## config.mk

```make
export PLATFORM = sky130hd
export DESIGN_NAME = iq_dac_front
export DESIGN_NICKNAME = d
export VERILOG_FILES = /design/src/rtl/iq_dac_front.sv
export SDC_FILE = /design/constraint.sdc
export NUM_CORES = 1
export LEC_CHECK = 0
export BUFFER_PORTS_ARGS = -buffer_cell sky130_fd_sc_hd__buf_2
export CAP_MARGIN = 40
export CELL_PAD_IN_SITES_DETAIL_PLACEMENT = 1
export CELL_PAD_IN_SITES_GLOBAL_PLACEMENT = 2
export CORE_UTILIZATION = 23
export DETAILED_ROUTE_END_ITERATION = 10
export PLACE_DENSITY = 0.63
export SYNTH_ARGS = -nofsm -noshare
export SYNTH_HDL_FRONTEND = slang
export SYNTH_SLANG_ARGS = --single-unit
```

## constraint.sdc

```tcl
create_clock -name clk -period 2.2 [get_ports clk]
set_input_delay 0.11 -clock clk [delete_from_list [all_inputs] [get_ports clk]]
set_output_delay 0.11 -clock clk [all_outputs]
set_load 0.02 [all_outputs]
```

## src/rtl/iq_dac_front.sv

```systemverilog
module iq_dac_front #(
  parameter int W = 14
) (
  input  logic         clk,
  input  logic         rst,
  input  logic         dual_mode,
  input  logic [W-1:0] a_data,
  input  logic [W-1:0] b_data,
  input  logic         wstb_a,
  input  logic         uclk_a,
  input  logic         uclk_b_frz,
  input  logic         wstb_b_sel,
  output logic [W-1:0] code_a,
  output logic [W-1:0] code_b,
  output logic         valid_a,
  output logic         valid_b
);

  logic [3:0]   pins_q;
  logic [W-1:0] hold_a, hold_b;
  logic         phase;

  wire [3:0] pins = {wstb_a, uclk_a, uclk_b_frz, wstb_b_sel};
  wire [3:0] rise = pins & ~pins_q;

  wire il      = ~dual_mode;
  wire frz     = il & uclk_b_frz;
  wire il_cap  = il & rise[3];
  wire il_tick = il & rise[2] & ~frz;
  wire il_load = il_tick & ~phase;

  wire cap_a  = dual_mode ? rise[3] : (il_cap & wstb_b_sel);
  wire cap_b  = dual_mode ? rise[0] : (il_cap & ~wstb_b_sel);
  wire load_a = dual_mode ? rise[2] : il_load;
  wire load_b = dual_mode ? rise[1] : il_load;

  wire [W-1:0] word_b = dual_mode ? b_data : a_data;

  always_ff @(posedge clk) begin
    pins_q <= pins;
    if (rst) begin
      hold_a  <= '0;
      hold_b  <= '0;
      code_a  <= '0;
      code_b  <= '0;
      valid_a <= 1'b0;
      valid_b <= 1'b0;
      phase   <= 1'b0;
    end else begin
      if (cap_a) hold_a <= a_data;
      if (cap_b) hold_b <= word_b;
      if (load_a) begin
        code_a  <= hold_a;
        valid_a <= 1'b1;
      end
      if (load_b) begin
        code_b  <= hold_b;
        valid_b <= 1'b1;
      end
      if (dual_mode || frz) phase <= 1'b0;
      else if (il_tick)     phase <= ~phase;
    end
  end

endmodule

```

# Word-level counts from Yosys, hierarchy flattened
# Index checks and enable logic that the tools add are counted.
# totals
regBits,63
inputBits,35
word_cells,28
# classes
n_mux,5
bitwise_logic,13
n_reduce_logical,2
# ops
operator,n
2-to-1 mux 14 bit,1
AND 1 bit,7
AND 4 bit,1
2-to-1 mux 1 bit,4
NOT 1 bit,4
NOT 4 bit,1
OR reduction 2 bit,1
logical OR 1 bit,1

# Longest topological paths before layout
# Gate-level depths: netlist (run 1).
# depth
depth_word,6
ltp_mapped,6

# Worst setup path after synthesis (run 1)
# No wires, ideal clock.
# synth_path
path_kind,register -> register
from,reg pins_q[3]
to,reg hold_b[10]
setup_ns,0.081
arrival_ns,1.217
t_required_ns,2.119
setup_slack_ns,0.902
path_stages_with_launch,5
period_less_slack_ns,1.298
path_cell_list,dfxtp_1 > nor4b_4 > clkbuf_1 > nor3_1 > a211oi_2
# synth_via
elab_chain_len,5
# synth_rtl
item,line,rtl
from (decl),19,logic [3:0] pins_q;
from (signal assigned),40,pins_q <= pins;
NOT 4 bit,24,wire [3:0] rise = pins & ~pins_q;
AND 4 bit,24,
AND 1 bit,28,wire il_cap = il & rise[3];
AND 1 bit,33,wire cap_b = dual_mode ? rise[0] : (il_cap & ~wstb_b_sel);
2-to-1 mux 1 bit,33,
to (signal assigned),51,if (cap_b) hold_b <= word_b;
to (decl),20,"logic [W-1:0] hold_a, hold_b;"
# No other way between the ends.
# A chain may end at the register's enable or synchronous reset.

# Final worst setup path (run 1)
# layout_path
from,in wstb_b_sel
to,reg hold_b[1]
# layout_via
elab_chain_len,3
elab_cells_between_ends,4
classes_between,mux: 1; bitwise: 3
# layout_rtl
item,line,rtl
from (decl),12,"input logic wstb_b_sel,"
NOT 1 bit,33,
AND 1 bit,33,
2-to-1 mux 1 bit *,33,
# Every way passes the cells marked *; elsewhere a longest branch is shown, timed or not.

==> results.md, run 1 <==
* Int Power at roughly 2.4 mW
* Worst path slowest cell: or2_1
* Antenna-violating nets left at 0
* R2R setup slack at between 700 and 800 ps
* Detailed Route WL at slightly above 7 mm
* Status: finished clean
* Post-Synth Simple-Gate Area at 18.1%
* Skew-Pair Late Insertion Delay at between 300 and 400 ps
* Least-Margin Pin Slew at slightly below 700 ps
* GRT Residual Overflow at 0
* Syn Nets at 312
* Overall Global Routing Usage at 13.4%
* HP Class: in2reg
* Final core utilization at between 30% and 40%
* Tcrit/Tclk final at 72.7%
* Clock buffer depth at 2
* Worst flop-to-flop path endpoint: hold_b[1]$_SDFFE_PP0P_
* Cell Rows at 38
* Mapped cell area at around 2600 µm²
* Yosys cell types at 28
* Most common cell after layout, fill and taps aside: buf_2
* #FFs+latches synth at between 60 and 70
* Via-to-Cell Ratio at about 4.6
* Post-synth EDFFs at 0
* Commonest non-fill, non-tap cells in the layout: 64 x buf_2, 63 x dfxtp_1, 30 x nand2b_1, 30 x a21oi_1
* Core Area at roughly 11000 µm²
* Max cap viols at 0
* Crit path launch type: input port
* Setup Skew at about 6.5 ps
* Syn Area/Cell at ~9.5 µm²
* CTS tree: built
* Finished Layout Cells at roughly 480
* Routed vias at between 2000 and 2500
* Top FF cell, synth: dfxtp_1
* R2R depth at 3
* Main combinational cell family by area after synthesis: compound AO/OA/AOI/OAI gates
* Area share of fa/ha/maj cells after synthesis at 0%
* Placer congestion estimate at just under 0.7
* Crit-path max FO at 14
* Crit path cell chain: dlygate4sd3_1, buf_2, nor4b_4, or2_1, a211oi_1
* Largest cells by area after synthesis: dfxtp_1 48%, mux2i_1 11%, nand2b_1 7.1%, a21oi_1 5.7%, nand3_1 5.3%
* Post-route minimum period at 1600 ps
* Vias in the first global route at about 2300
* Cells after Synth at about 280
* Hold Fails Final Rpt at 0
* Horiz. Die Dim at between 100 and 150 µm
* First-pass GRT wire length at 11.9 mm
* Top cell type's share of synthesized area at a little under half
* Hold Path Depth at 3
* Pleak at around 1.4 nW
* XOR/XNOR share of the synthesized area at less than 1%
* Initial Util at 23.9%
* TritonCTS buffer count at 9
* Synthesis-to-finish area growth at 30.5%
* Worst slew margin at a little under three fifths
* Count of pins over their slew limit at 0
* WP data arrival at between 1500 and 2000 ps
* Final net count at 373
* Power share of the clock group at between 50% and 60%
* Combinational fraction of design power at under 10%
* DIE AREA at 11900 µm²
* Buffers on Ports at 64
* Die height at approximately 110 µm
* Required time of the critical path at about 2400 ps
* F_max at about 630 MHz
* Largest area contributor in the netlist: dfxtp_1
* Switch share at between 20% and 30%
* Root Buffer: clkbuf_16
* Wire per inst at 15.0 µm
* Setup TNS at 0 ps
* Compound-Gate Fraction of Synth Area at 18.1%
* Register share of total power at 40.0%
* Asr flop ratio synth at 0%
* Cell Count Post-Placement at between 400 and 500
* Pin count of the biggest net entering global routing at between 60 and 70
* Mux cell area share after synthesis at between 10% and 20%
* Io pins at 65
* DR pass1 iterations at 4
* Synth Warn # at 0
* Hold Path Sink: hold_a[7]$_SDFFE_PP0P_
* DP Area at around 3100 µm²
* Final instance area at approximately 3400 µm²
* # DRC at 0
* DP HPWL at around 5.2 mm
* Share of cells above drive strength 1 at between 20 and 30%
* CP peak stage delay at 580 ps
* Sw power at 0.672 mW
* Antenna diodes at 0
* Power Dens Cells at approximately 880 nW/µm²
* Critical R2R Launch: pins_q[3]$_DFF_P_
* Critical path class: in2reg
* Initial DRC Count at between 40 and 50
* Hold wc startpoint: a_data[7]
* Clock transition at the registers of the reported paths at around 50 ps
* Clock tree sinks at between 60 and 70
* Final setup viols at 0
* H-tree Lvls at 3
* Worst VDD drop at roughly 320 µV
* Antenna violations before repair at 0
* RSZ-0062 raised after global routing: no
* Sequential fraction of the synthesis area at between 40% and 50%
* CP endpoint kind: flip-flop
-- critical path, delay by kind of cell --
kind	cells	cell delay (ps)
buf+inv	2	700
compound gates	1	160
simple gates	2	800
-- what timing repair did --
action	in CTS	in global routing
setup buffers	0	0
resized for setup	0	0
hold buffers	4	0
hold endpoints to repair	4	0
-- cell families after synthesis --
family,Yosys count
buffers and inverters,27
and+or+nand+nor,83
xor gates and xnor gates,1
AOI/OAI and AO/OA,75
DFF,63
muxes,28
-- sequential cells by signal (all words and copies together), names as in the netlist --
| name | count |
|---|---|
| valid_a | 1 |
| hold_a | 14 |
| valid_b | 1 |
| code_b | 14 |
| hold_b | 14 |
| phase | 1 |
| pins_q | 4 |
| code_a | 14 |
-- through the flow --
stage          worst slack, ps  hold slack, ps  power, mW
2_1_floorplan              902             138       1.42
3_3_place_gp               517             237       1.51
3_5_place_dp               485             245       1.51
4_1_cts                    594            48.9       3.08
5_1_grt                    486            64.5       3.17
6_report                   601            58.6       3.03
-- how the worst max path moves through the flow --
stage,startpoint,to,depth (start not counted)
2_1_floorplan,pins_q[3]$_DFF_P_,hold_b[10]$_SDFFE_PP0P_,4
3_3_place_gp,dual_mode,hold_b[1]$_SDFFE_PP0P_,4
3_5_place_dp,dual_mode,hold_b[1]$_SDFFE_PP0P_,4
4_1_cts,wstb_b_sel,hold_b[1]$_SDFFE_PP0P_,5
5_1_grt,wstb_b_sel,hold_b[2]$_SDFFE_PP0P_,5
6_report,wstb_b_sel,hold_b[1]$_SDFFE_PP0P_,5
-- layout make-up --
| type | count | area (µm²) |
|---|---|---|
| Fill cell | 1323 | 7590 |
| Sequential cell | 63 | 1260 |
| Multi-Input combinational cell | 187 | 1240 |
| Timing Repair Buffer | 76 | 433 |
| Clock buffer | 13 | 260 |
| Tap cell | 140 | 175 |
| Clock inverter | 3 | 65.1 |
| Inverter | 1 | 3.75 |
-- power by group through the flow --
| stage | Sequential (mW) | Combinational (mW) | Clock, mW |
|---|---|---|---|
| floorplan | 1.24 | 0.173 | 0 |
| global placement | 1.23 | 0.276 | 0 |
| detailed placement | 1.24 | 0.278 | 0 |
| CTS | 1.21 | 0.285 | 1.58 |
| global route | 1.22 | 0.310 | 1.65 |
| finish | 1.21 | 0.280 | 1.54 |
-- synthesized netlist by cell type (2+ instances only) --
master	instances
o21ai_0	28
buf_2	3
dfxtp_1	63
nor2_1	2
a21oi_1	30
clkbuf_1	17
nor3_1	15
mux2i_1	28
a211oi_2	10
buf_6	3
a211oi_1	4
nand2b_1	30
nor2b_1	2
nand3_1	28
-- per-layer routing --
metal  share of wire, %  up-vias  GRT usage [%]  wire length, µm
li1                   -     1103              -                -
met1                 48     1050           16.9             3510
met2                 46       44           21.2             3340
met3                4.4        6           4.66              316
met4                1.3        0           4.34               93
met5                  0        -              0                0
Note: power is estimated with default switching activity, not from simulation.
==> run 2: changes to the inputs <==
--- a/config.mk
+++ b/config.mk
@@ -5,13 +5,14 @@
 export SDC_FILE = /design/constraint.sdc
 export NUM_CORES = 1
 export LEC_CHECK = 0
+export ABC_AREA = 1
 export BUFFER_PORTS_ARGS = -buffer_cell sky130_fd_sc_hd__buf_2
 export CAP_MARGIN = 40
 export CELL_PAD_IN_SITES_DETAIL_PLACEMENT = 1
 export CELL_PAD_IN_SITES_GLOBAL_PLACEMENT = 2
 export CORE_UTILIZATION = 23
 export DETAILED_ROUTE_END_ITERATION = 10
-export PLACE_DENSITY = 0.63
+export PLACE_DENSITY = 0.7
 export SYNTH_ARGS = -nofsm -noshare
 export SYNTH_HDL_FRONTEND = slang
 export SYNTH_SLANG_ARGS = --single-unit
==> constraint.sdc (replaced) <==
create_clock -name clk -period 1.4 [get_ports clk]
set_input_delay 0.07 -clock clk [delete_from_list [all_inputs] [get_ports clk]]
set_output_delay 0.07 -clock clk [all_outputs]
set_load 0.02 [all_outputs]
==> results.md, run 2 <==
* Status: finished clean
* DR pass1 iterations at 4
* Crit path launch type: input port
* Worst slew margin at 76.1%
* Hold Fails Final Rpt at 0
* CTS tree: built
* Detailed Route WL at ~8 mm
* Core Area at 12100 µm²
* TritonCTS buffer count at 9
* Crit-path max FO at 28
* Io pins at 65
* Skew-Pair Late Insertion Delay at around 330 ps
* Antenna-violating nets left at 0
* Buffers on Ports at 64
* Sequential fraction of the synthesis area at between 40 and 50%
* Min Hold Slack at between 20 and 25 ps
* Synthesis-to-finish area growth at 28.4%
* Mapped cell area at 2850 µm²
* Least-Margin Pin Slew at between 300 and 400 ps
* Crit path from: wstb_a
* Die height at 113 µm
* Initial Util at about a quarter
* Post-Synth Simple-Gate Area at between 30% and 40%
* Syn Area/Cell at about 6.9 µm²
* Tcrit/Tclk final at about 93%
* Mux cell area share after synthesis at 0%
* DP HPWL at about 5.6 mm
* # DRC at 0
* Largest area contributor in the netlist: dfxtp_1
* XOR/XNOR share of the synthesized area at 0%
* Main combinational cell family by area after synthesis: simple AND/OR/NAND/NOR gates
* GRT Residual Overflow at 0
* Post-route minimum period at between 1000 and 1500 ps
* First-pass GRT wire length at about 13 mm
* Vias in the first global route at 2739
* Clock tree sinks at 63
* Antenna violations before repair at 0
* #FFs+latches synth at between 60 and 70
* Top cell type's share of synthesized area at 44.2%
* Yosys cell types at 21
* Placer congestion estimate at about 0.77
* Critical path class: in2reg
* HP Class: in2reg
* Hold wc startpoint: a_data[1]
* Power Dens Cells at approximately 1400 nW/µm²
* DIE AREA at approximately 13000 µm²
* Most common cell after layout, fill and taps aside: nand2_1
* Horiz. Die Dim at 113 µm
* Commonest non-fill, non-tap cells in the layout: 90 x nand2_1, 71 x nor2_1, 64 x buf_2
* Final net count at roughly 500
* Asr flop ratio synth at 0%
* Worst VDD drop at around 510 µV
* Final setup viols at 0
* Root Buffer: clkbuf_16
* Final core utilization at about 30%
* Area share of fa/ha/maj cells after synthesis at 0%
* Filler Cells Inserted at around 1500
* Post-synth EDFFs at 0
* Cells after Synth at 411
* Count of pins over their slew limit at 0
* Required time of the critical path at around 1600 ps
* Most common cell in the netlist: nand2_1
* Wire per inst at around 13 µm
* Clock buffer depth at 2
* Clock transition at the registers of the reported paths at roughly 60 ps
* Setup Skew at roughly 4.7 ps
* Syn Nets at roughly 450
* F_max at approximately 770 MHz
* Cell Rows at 40
* Critical R2R Launch: pins_q[3]$_DFF_P_
* Max cap viols at 0
* Via-to-Cell Ratio at 4.16
* Share of cells above drive strength 1 at a little over a fifth
* H-tree Lvls at 3
* WP data arrival at 1520 ps
* Routed vias at 2682
* Commonest cells post-synth: 90 x nand2_1, 71 x nor2_1, 63 x dfxtp_1
* CP endpoint kind: flip-flop
* Setup TNS at 0 ps
* Synth Warn # at 0
* Antenna diodes at 0
* Overall Global Routing Usage at between 10% and 20%
* RSZ-0062 raised after global routing: yes
* Compound-Gate Fraction of Synth Area at 11.5%
* Largest cells by area after synthesis: dfxtp_1 44%, nand2_1 12%, nor2_1 9.4%, nand3_1 7.4%, inv_1 6.5%
* Pleak at about 1.9 nW
* Setup Buffers After CTS at 0
* Initial DRC Count at ~110
* Top FF cell, synth: dfxtp_1
* Pin count of the biggest net entering global routing at 60
## run 2: cell count changes after synthesis, sizes merged, moves of 3 or more
cell / delta
a21oi: +13
mux2i: -28
nand2b: -30
buf: +15
inv: +50
nand2: +90
clkbuf: -14
nor3: -15
nor2: +72
o21ai: -13
a211oi: -14
nand3b: +3
nand3: +16
## run 2: stage by stage
| stage | setup WS, ps | instance area (µm²) | std cells | total power [mW] |
|---|---|---|---|---|
| 4_1_cts | 16.3 | 3660 | 644 | 5.04 |
| 3_5_place_dp | 190 | 3290 | 623 | 2.67 |
| 2_1_floorplan | 319 | 2850 | 411 | 2.45 |
| 5_1_grt | -19.5 | 3660 | 644 | 5.20 |
| 6_report | 101 | 3660 | 644 | 4.96 |
| 3_3_place_gp | 256 | 3290 | 623 | 2.65 |
## run 2: final cells by class
cell class | count | area [µm²] | share of cell area [%]
well taps | 168 | 210 | 5.74
flip-flops and latches | 63 | 1260 | 34.4
clock inverters | 2 | 37.5 | 1.03
repair buffers | 76 | 460 | 12.6
inverters | 51 | 191 | 5.23
multi-input cells | 270 | 1230 | 33.5
clock buffers | 14 | 274 | 7.48
## run 2: final timing paths
check	end	slack, ps	cells after the start
worst max-delay path	hold_b[12]$_SDFFE_PP0P_	100	7
worst min-delay path	hold_a[1]$_SDFFE_PP0P_	20	3
worst max register to register	hold_b[12]$_SDFFE_PP0P_	200	4
worst min register to register	phase$_SDFFE_PP0P_	460	2
## run 2: layer usage
layer	share of wire, %	global-route usage [%]	wire (µm)
met3	3.7	3.37	295
met4	1.5	6.05	123
met5	0	0	0
met2	46	21.3	3700
met1	49	17.3	3960
## run 2: logic make-up (layout without fill, tap and decap cells)
kind of cell	after synthesis	in the layout
compound gates	58	58
flops	63	63
simple gates	212	212
buf+inv	78	143
## run 2: report_power, final
| group | internal, mW | total [mW] | leakage (nW) | switching (mW) |
|---|---|---|---|---|
| Combinational | 0.251 | 0.652 | 1.19 | 0.401 |
| Sequential | 1.92 | 1.98 | 0.518 | 0.0620 |
| Clock | 1.52 | 2.33 | 0.149 | 0.805 |
## run 2: worst max-delay path, stage by stage
cell and delay [ps]:
dlygate4sd3_1 520, buf_2 120, inv_1 50, nor2_2 160, nand3_4 300, a21oi_1 240, nor2_1 70
## run 2: timing repair
action | 4_1_cts | 5_1_grt
endpoints found under the hold margin | 5 | 0
endpoints found under the setup margin | 0 | 14
hold buffers | 5 | 0
resized for setup | 0 | 1
